**src/rtl/tkr_pkg.sv**
```systemverilog
package tkr_pkg;
  localparam int TKR_NUM_REGS = 7;
  localparam int TKR_DW       = 8;
  localparam int TKR_SEC_ADDR = 0;

  typedef enum logic [0:0] {PH_DATA = 1'b0, PH_PTR = 1'b1} tkr_phase_e;
endpackage

```
**src/rtl/tkr_ptr.sv**
```systemverilog
module tkr_ptr
  import tkr_pkg::*;
#(
  parameter int NUM_REGS = TKR_NUM_REGS,
  parameter int DW       = TKR_DW,
  parameter int AW       = 3
) (
  input  logic          clk_i,
  input  logic          rst_ni,
  input  logic          start_i,
  input  logic          addr_wr_i,
  input  logic          wr_byte_i,
  input  logic [DW-1:0] wr_data_i,
  input  logic          rd_byte_i,
  output logic [AW-1:0] ptr_o,
  output logic          wrap_o,
  output logic          data_wr_o
);
  localparam logic [AW-1:0] LAST = AW'(NUM_REGS - 1);

  tkr_phase_e    phase_q;
  logic [AW-1:0] ptr_q;
  logic          step;
  logic          in_range;

  assign data_wr_o = wr_byte_i && (phase_q == PH_DATA);
  assign step      = rd_byte_i || data_wr_o;
  assign wrap_o    = step && (ptr_q == LAST);
  assign in_range  = wr_data_i < DW'(NUM_REGS);
  assign ptr_o     = ptr_q;

  always_ff @(posedge clk_i or negedge rst_ni) begin
    if (!rst_ni) begin
      phase_q <= PH_DATA;
      ptr_q   <= '0;
    end else begin
      if (addr_wr_i) phase_q <= PH_PTR;
      else if (start_i || rd_byte_i || wr_byte_i) phase_q <= PH_DATA;

      if (wr_byte_i && phase_q == PH_PTR) ptr_q <= in_range ? wr_data_i[AW-1:0] : '0;
      else if (step) ptr_q <= (ptr_q == LAST) ? '0 : ptr_q + 1'b1;
    end
  end
endmodule

```
**src/rtl/tkr_shadow.sv**
```systemverilog
module tkr_shadow
  import tkr_pkg::*;
#(
  parameter int NUM_REGS = TKR_NUM_REGS,
  parameter int DW       = TKR_DW
) (
  input  logic                   clk_i,
  input  logic                   rst_ni,
  input  logic                   snap_req_i,
  input  logic                   tick_i,
  input  logic [NUM_REGS*DW-1:0] live_i,
  output logic [NUM_REGS*DW-1:0] snap_o,
  output logic                   pend_o
);
  logic pend_q;
  logic want;
  logic take;

  // a copy never lands on a tick edge: it waits for settled counters
  assign want   = snap_req_i || pend_q;
  assign take   = want && !tick_i;
  assign pend_o = pend_q;

  always_ff @(posedge clk_i or negedge rst_ni) begin
    if (!rst_ni) pend_q <= 1'b0;
    else         pend_q <= want && tick_i;
  end

  for (genvar g = 0; g < NUM_REGS; g++) begin : g_reg
    logic [DW-1:0] byte_q;
    always_ff @(posedge clk_i or negedge rst_ni) begin
      if (!rst_ni)   byte_q <= '0;
      else if (take) byte_q <= live_i[g*DW +: DW];
    end
    assign snap_o[g*DW +: DW] = byte_q;
  end
endmodule

```
**src/rtl/tkr_wr_dec.sv**
```systemverilog
module tkr_wr_dec
  import tkr_pkg::*;
#(
  parameter int NUM_REGS = TKR_NUM_REGS,
  parameter int DW       = TKR_DW,
  parameter int AW       = 3,
  parameter int SEC_ADDR = TKR_SEC_ADDR
) (
  input  logic                clk_i,
  input  logic                rst_ni,
  input  logic                data_wr_i,
  input  logic [AW-1:0]       ptr_i,
  input  logic [DW-1:0]       wr_data_i,
  output logic [NUM_REGS-1:0] wr_en_o,
  output logic [DW-1:0]       wr_data_o,
  output logic                sec_rst_o
);
  logic [NUM_REGS-1:0] hit;
  logic [NUM_REGS-1:0] en_q;
  logic [DW-1:0]       data_q;
  logic                sec_q;

  for (genvar g = 0; g < NUM_REGS; g++) begin : g_hit
    assign hit[g] = data_wr_i && (ptr_i == AW'(g));
  end

  always_ff @(posedge clk_i or negedge rst_ni) begin
    if (!rst_ni) begin
      en_q   <= '0;
      data_q <= '0;
      sec_q  <= 1'b0;
    end else begin
      en_q  <= hit;
      sec_q <= hit[SEC_ADDR];
      if (data_wr_i) data_q <= wr_data_i;
    end
  end

  assign wr_en_o   = en_q;
  assign wr_data_o = data_q;
  assign sec_rst_o = sec_q;
endmodule

```
**src/rtl/tkr_front.sv**
```systemverilog
module tkr_front
  import tkr_pkg::*;
#(
  parameter int NUM_REGS = TKR_NUM_REGS,
  parameter int DW       = TKR_DW,
  parameter int SEC_ADDR = TKR_SEC_ADDR
) (
  input  logic                   clk_i,
  input  logic                   rst_ni,
  input  logic                   start_i,
  input  logic                   addr_wr_i,
  input  logic                   wr_byte_i,
  input  logic [DW-1:0]          wr_data_i,
  input  logic                   rd_byte_i,
  output logic [DW-1:0]          rd_data_o,
  input  logic [NUM_REGS*DW-1:0] live_time_i,
  input  logic                   live_tick_i,
  output logic [NUM_REGS-1:0]    wr_en_o,
  output logic [DW-1:0]          wr_data_o,
  output logic                   sec_rst_o
);
  localparam int AW = (NUM_REGS > 1) ? $clog2(NUM_REGS) : 1;

  logic [AW-1:0]          ptr_w;
  logic                   wrap_w;
  logic                   data_wr_w;
  logic                   pend_w;
  logic [NUM_REGS*DW-1:0] snap_w;

  tkr_ptr #(.NUM_REGS(NUM_REGS), .DW(DW), .AW(AW)) u_ptr (
    .clk_i     (clk_i),
    .rst_ni    (rst_ni),
    .start_i   (start_i),
    .addr_wr_i (addr_wr_i),
    .wr_byte_i (wr_byte_i),
    .wr_data_i (wr_data_i),
    .rd_byte_i (rd_byte_i),
    .ptr_o     (ptr_w),
    .wrap_o    (wrap_w),
    .data_wr_o (data_wr_w)
  );

  tkr_shadow #(.NUM_REGS(NUM_REGS), .DW(DW)) u_shadow (
    .clk_i      (clk_i),
    .rst_ni     (rst_ni),
    .snap_req_i (start_i || wrap_w),
    .tick_i     (live_tick_i),
    .live_i     (live_time_i),
    .snap_o     (snap_w),
    .pend_o     (pend_w)
  );

  tkr_wr_dec #(.NUM_REGS(NUM_REGS), .DW(DW), .AW(AW), .SEC_ADDR(SEC_ADDR)) u_wr (
    .clk_i     (clk_i),
    .rst_ni    (rst_ni),
    .data_wr_i (data_wr_w),
    .ptr_i     (ptr_w),
    .wr_data_i (wr_data_i),
    .wr_en_o   (wr_en_o),
    .wr_data_o (wr_data_o),
    .sec_rst_o (sec_rst_o)
  );

  always_comb begin
    rd_data_o = '0;
    for (int i = 0; i < NUM_REGS; i++) begin
      if (ptr_w == AW'(i)) rd_data_o = snap_w[i*DW +: DW];
    end
  end
endmodule

```
**config.mk**
```make
export PLATFORM = sky130hd
export DESIGN_NAME = tkr_front
export DESIGN_NICKNAME = d
export VERILOG_FILES = /design/src/rtl/tkr_pkg.sv /design/src/rtl/tkr_ptr.sv /design/src/rtl/tkr_shadow.sv /design/src/rtl/tkr_wr_dec.sv /design/src/rtl/tkr_front.sv
export SDC_FILE = /design/constraint.sdc
export NUM_CORES = 1
export LEC_CHECK = 0
export BUFFER_PORTS_ARGS = -buffer_cell sky130_fd_sc_hd__buf_2
export CORE_MARGIN = 2
export CORE_UTILIZATION = 40
export CTS_CLUSTER_SIZE = 25
export DETAILED_ROUTE_END_ITERATION = 10
export PLACE_DENSITY = 0.74
export SLEW_MARGIN = 10
export SYNTH_ARGS = -nofsm -noshare
export SYNTH_HDL_FRONTEND = slang
export SYNTH_HIERARCHICAL = 1
export SYNTH_SLANG_ARGS = --single-unit
```
**constraint.sdc**
```tcl
create_clock -name clk_i -period 2.45 [get_ports clk_i]
set_clock_uncertainty 0.15 [all_clocks]
set_input_delay 0.1225 -clock clk_i [delete_from_list [all_inputs] [get_ports clk_i]]
set_output_delay 0.1225 -clock clk_i [all_outputs]
set_load 0.03 [all_outputs]
```
* Word-level counts from Yosys, hierarchy flattened
Cells that the tools add are included.
Operators by class: bitwise logic cells 1, equality and inequality tests 6, $lt $le $gt $ge 1, reduce and logical (&&, ||, !) cells 21, multiplexer cells 13, $add $sub $neg 1
Operator list (number):
- two-way mux 8 bit | 7
- logical AND 1 bit | 12
- two-way mux 3 bit | 4
- == test 3 bit, second input constant | 3
- less-than comparator 8 x 3 -> 1 bit, second input constant | 1
- == test 3 x 2 -> 1 bit, second input constant | 2
- logical OR 1 bit | 5
- nonzero test 2 bit | 2
- adder 3 x 1 -> 3 bit, second input constant | 1
- == test 3 x 1 -> 1 bit, second input constant | 1
- logical NOT 3 bit | 1
- two-way mux 1 bit | 2
- logical NOT 1 bit | 1
- NOT 1 bit | 1
Storage, ports and cells: bits of input ports 71, register bits after elaboration 77

* Depth between registers and ports, before layout
depth after elaboration 8, depth in mapped cells 8

* By module
The synthesis kept the hierarchy.
By module, submodules not included:
- tkr_shadow | area each 2329.7 um2, cells an instance 121, sequential area each 1426.4 um2, instances 1
- tkr_front | area each 660.6 um2, cells an instance 80, sequential area each 0.0 um2, instances 1
- tkr_wr_dec | area each 593.1 um2, cells an instance 33, sequential area each 375.4 um2, instances 1
- tkr_ptr | area each 271.5 um2, cells an instance 32, sequential area each 100.1 um2, instances 1

* Least setup slack after synthesis
Ideal clock, no wire load.
path kind register to register, from reg u_ptr.phase_q, to reg u_shadow.g_reg[0].byte_q[0], clock period less this slack 2.033 ns, path buffers 2, library setup time 0.125 ns, slack 0.417 ns, arrival 1.758 ns, cell stages (with the launch flop) 9, data required time 2.175 ns, path through dfrtp_1 > and2b_4 > nor2_1 > nor3_1 > or2_2 > o21bai_4 > buf_6 > buf_12 > mux2_4
On the way: longest elaborated chain between the ends 7
Ends and longest elaborated chain:
- start: declaration | RTL line tkr_ptr.sv:21 | tkr_phase_e phase_q;
- start signal: assignment | RTL line tkr_ptr.sv:34 | phase_q <= PH_DATA;
- start signal: assignment | RTL line tkr_ptr.sv:37 | if (addr_wr_i) phase_q <= PH_PTR;
- start signal: assignment | RTL line tkr_ptr.sv:38 | else if (start_i || rd_byte_i || wr_byte_i) phase_q <= PH_DATA;
- NOT 1 bit | RTL line tkr_ptr.sv:26 | assign data_wr_o = wr_byte_i && (phase_q == PH_DATA);
- logical AND 1 bit | RTL line tkr_ptr.sv:26
- net data_wr_w | RTL line tkr_front.sv:26 | logic data_wr_w;
- logical OR 1 bit | RTL line tkr_ptr.sv:27 | assign step = rd_byte_i || data_wr_o;
- logical AND 1 bit | RTL line tkr_ptr.sv:28 | assign wrap_o = step && (ptr_q == LAST);
- net wrap_w | RTL line tkr_front.sv:25 | logic wrap_w;
- logical OR 1 bit | RTL line tkr_front.sv:46 | .snap_req_i (start_i || wrap_w),
- logical OR 1 bit | RTL line tkr_shadow.sv:20 | assign want = snap_req_i || pend_q;
- logical AND 1 bit | RTL line tkr_shadow.sv:21 | assign take = want && !tick_i;
- end signal: assignment | RTL line tkr_shadow.sv:33 | else if (take) byte_q <= live_i[g*DW +: DW];
- end: declaration | RTL line tkr_shadow.sv:30 | logic [DW-1:0] byte_q;
The timed path passes the listed nets, and every way through them passes these cells. A chain may end at the register's enable or synchronous reset.

* Worst setup path in the final report
from reg u_ptr.ptr_q[0] (netlist: u_ptr/ptr_o[0]), to out rd_data_o[3]
On the way: longest elaborated chain between the ends 8
Ends and longest elaborated chain:
- start: declaration | RTL line tkr_ptr.sv:22 | logic [AW-1:0] ptr_q;
- start signal: assignment | RTL line tkr_ptr.sv:40 | if (wr_byte_i && phase_q == PH_PTR) ptr_q <= in_range ? wr_data_i[AW-1:0] : '0;
- start signal: assignment | RTL line tkr_ptr.sv:41 | else if (step) ptr_q <= (ptr_q == LAST) ? '0 : ptr_q + 1'b1;
- logical NOT 3 bit | RTL line tkr_front.sv:67 | if (ptr_w == AW'(i)) rd_data_o = snap_w[i*DW +: DW];
- two-way mux 8 bit (6 in series) | RTL line tkr_front.sv:67
- two-way mux 8 bit (*) | RTL line tkr_front.sv:67
- end: declaration | RTL line tkr_front.sv:15 | output logic [DW-1:0] rd_data_o,
Every way passes the cells marked *; elsewhere a longest branch is shown, timed or not.

==> results.md <==
- Vias per cell: 4.81
- Pre-CTS WS: between 0.2 and 0.3 ns
- Fillers: 805
- RSZ-0062 raised after global routing: false
- Die Footprint: 0.0104 mm²
- Post-detail-place hpwl: ~5.8 mm
- Die W: about 100 µm
- Vias in the first global route: 3,052
- CTS root buf: clkbuf_8
- Crit Path Max Fanout: 20
- I/O Pins: between 90 and 100
- Number of synthesized flops with an enable pin: 0
- Drt pass-1 iters: 4
- Critical path class: reg2out
- Number of routed nets with antenna violations: 0
- Num CTS Buffers: 9
- Core area: 0.00928 mm²
- Final wirelength: 9.12 mm
- Register clock-pin slew on the reported worst setup and hold paths: 0.08 ns
- Synthesized area: 0.00385 mm²
- Post-DR wirelength/cell: 16.0 µm
- Synth cell count leaders: 76 x dfrtp_1, 43 x mux2_4, 29 x mux2_2
- Max VDD drop: 0.391 mV
- Slew at the pin with the worst max-slew slack: roughly 0.6 ns
- # placed instances: 480
- Post-DP Area: 0.00441 mm²
- DR DRC count: 0
- Setup TNS: 0 ns
- Yosys warning count: 6
- Global Route Usage Sum: 0.189
- Deepest clock path buffer count: 2
- First-pass GRT wire length: 15.0 mm
- Fin nets: 505
- Clock power frac: 0.272
- Postcts setup bufs: 0
- Most common cell in the netlist: dfrtp_1
- Reg power frac: 0.371
- Power per cell area: 784 mW/mm²
- Syn Inst Count: 266
- Yosys top cell area share: 0.493
- Total power: 4.21 mW
- Outcome: complete, no violations
- Post-synthesis sequential area ratio: 0.493
- Final Hold Vio Count: 0
- Setup slack after layout: 0.217 ns
- Area leader, netlist: dfrtp_1
- Layout Utilization: 0.579
- Largest cells by area after synthesis: dfrtp_1 49%, mux2_4 17%, mux2_2 8.5%
- Syn_area_per_cell: 14.5 µm²
- Internal power: approximately 2.8 mW
- Number of max-cap violations: 0
- Worst setup EP type: output port
- Mapped Nets: 337
- Lkg Pwr: ~2.5 nW
- Asr flop ratio synth: 1.00
- Setup violators final: 0
- Net Switching: 1.38 mW
- Min-Delay Path Class: in2async
- Largest net degree at the start of global routing: 47
- Count of different cell masters after synthesis: 40
- Fin cells: 568
- Sw frac: 0.327
- Hold WS: roughly 0.16 ns
- Initial DRC count: 77
- Comb pwr share: 0.357
- Critical path startpoint category: register
- Synth-to-layout area growth: 39.4%
- PortBufs: 94
- Fin area: 0.00537 mm²
- DR vias: ~2,700
- Die Y: 102 µm
- Latest clock arrival within the worst-skew pair: 0.35 ns
- Fin crit period: 2.23 ns
- RD Place Congestion: 0.740
- Critical Path AT: 1.96 ns
- Max-slew violations: 0
- # clock sinks: 76
- Initial core utilization: 0.415
- CTS tree: built
- Dominant synthesized flop cell: dfrtp_1
- Clock H-tree levels: 3
- Flops & latches, synth: 76
- Required @ worst endpoint: 2.18 ns
- Congestion Overflow GR: 0
- Rel. slew slack: 0.602
- Layout cells sized above 1: 0.483
- Ant. Diodes: 0
- Fin crit share: 0.912
- Fmax: roughly 450 MHz
- # rows: 35
- Initial antenna violation count: 0
-- cell type report --
type / count / area [µm²] / share of cell area
multi-input combinational: 168 / 1740 / 0.323
inverter: 3 / 11.3 / 0.00210
tap: 129 / 161 / 0.0300
timing repair buffer: 176 / 1320 / 0.245
clock buffer: 10 / 128 / 0.0238
sequential: 76 / 1900 / 0.354
clock inverter: 6 / 114 / 0.0212
-- worst paths after layout --
check	startpoint	cells past startpoint	slack, ns	endpoint
max	u_ptr/ptr_o[0]	7	0.22	rd_data_o[3]
min	rst_ni	2	0.16	u_shadow/g_reg[0].byte_q[4]
max reg2reg	u_ptr/phase_q	7	0.26	u_shadow/g_reg[3].byte_q[7]
min reg2reg	u_shadow/g_reg[2].byte_q[3]	1	0.36	u_shadow/g_reg[2].byte_q[3]
max in group asynchronous	rst_ni	3	1.38	u_shadow/g_reg[0].byte_q[2]
min in group clk_i	wr_byte_i	4	0.16	u_ptr/ptr_o[2]
-- state kept, by name, summed over array words and instances, names as in the netlist --
name and count:
u_shadow/g.byte_q 56, u_wr/wr_data_o 8, u_wr/wr_en_o 7, u_ptr/ptr_o 3
u_ptr/phase_q 1, u_shadow/pend_o 1
-- critical path: stages (launching register included) --
cell and delay (ns):
dfrtp_1 0.40, buf_4 0.21, nor2b_1 0.15, buf_4 0.17, o2bb2ai_1 0.15, a221oi_2 0.25, nor2_1 0.09, buf_2 0.18
-- per-layer routing --
layer  GRT usage  up-vias  part of all wire  wire, µm
met3      0.0458        7             0.038       344
met5           0        -                 0         0
li1            -     1317                 -         -
met4      0.0554        0            0.0089        81
met2       0.330       70              0.51      4620
met1       0.232     1338              0.45      4070
-- power by group through the flow --
stage | Sequential, mW | Clock [mW] | Combinational, mW
3_3_place_gp | 1.57 | 0 | 1.38
2_1_floorplan | 1.63 | 0 | 0.993
6_report | 1.56 | 1.15 | 1.50
3_5_place_dp | 1.58 | 0 | 1.41
4_1_cts | 1.56 | 1.19 | 1.51
5_1_grt | 1.59 | 1.24 | 1.62
-- repair_timing --
| action | in CTS | in global routing |
|---|---|---|
| hold endpoints to repair | 113 | 0 |
| setup endpoints to repair | 0 | 7 |
| resized for setup | 0 | 1 |
| hold buffers | 72 | 0 |
-- cell usage in the layout, fill, tap and decap left out, drive strengths merged, types with 2 or more instances in the layout --
cell type      n
dfrtp         76
inv            3
and2b          2
o32ai          8
dlygate4sd3   72
o21ai          4
and4b          3
clkinvlp       2
o2bb2ai        8
and4bb         4
nand4          3
mux2          72
nand2          6
nand2b         8
mux2i          8
nor2          10
a221oi         8
clkbuf        10
buf          104
nor3           2
bufinv         3
a21oi         10
-- cell families after synthesis --
| family | after synthesis | share of synthesized area |
|---|---|---|
| mux | 80 | 0.273 |
| flops | 76 | 0.493 |
| compound gates | 44 | 0.104 |
| simple gates | 44 | 0.0734 |
| buf+inv | 22 | 0.0565 |
(Power assumes the default switching activity.)
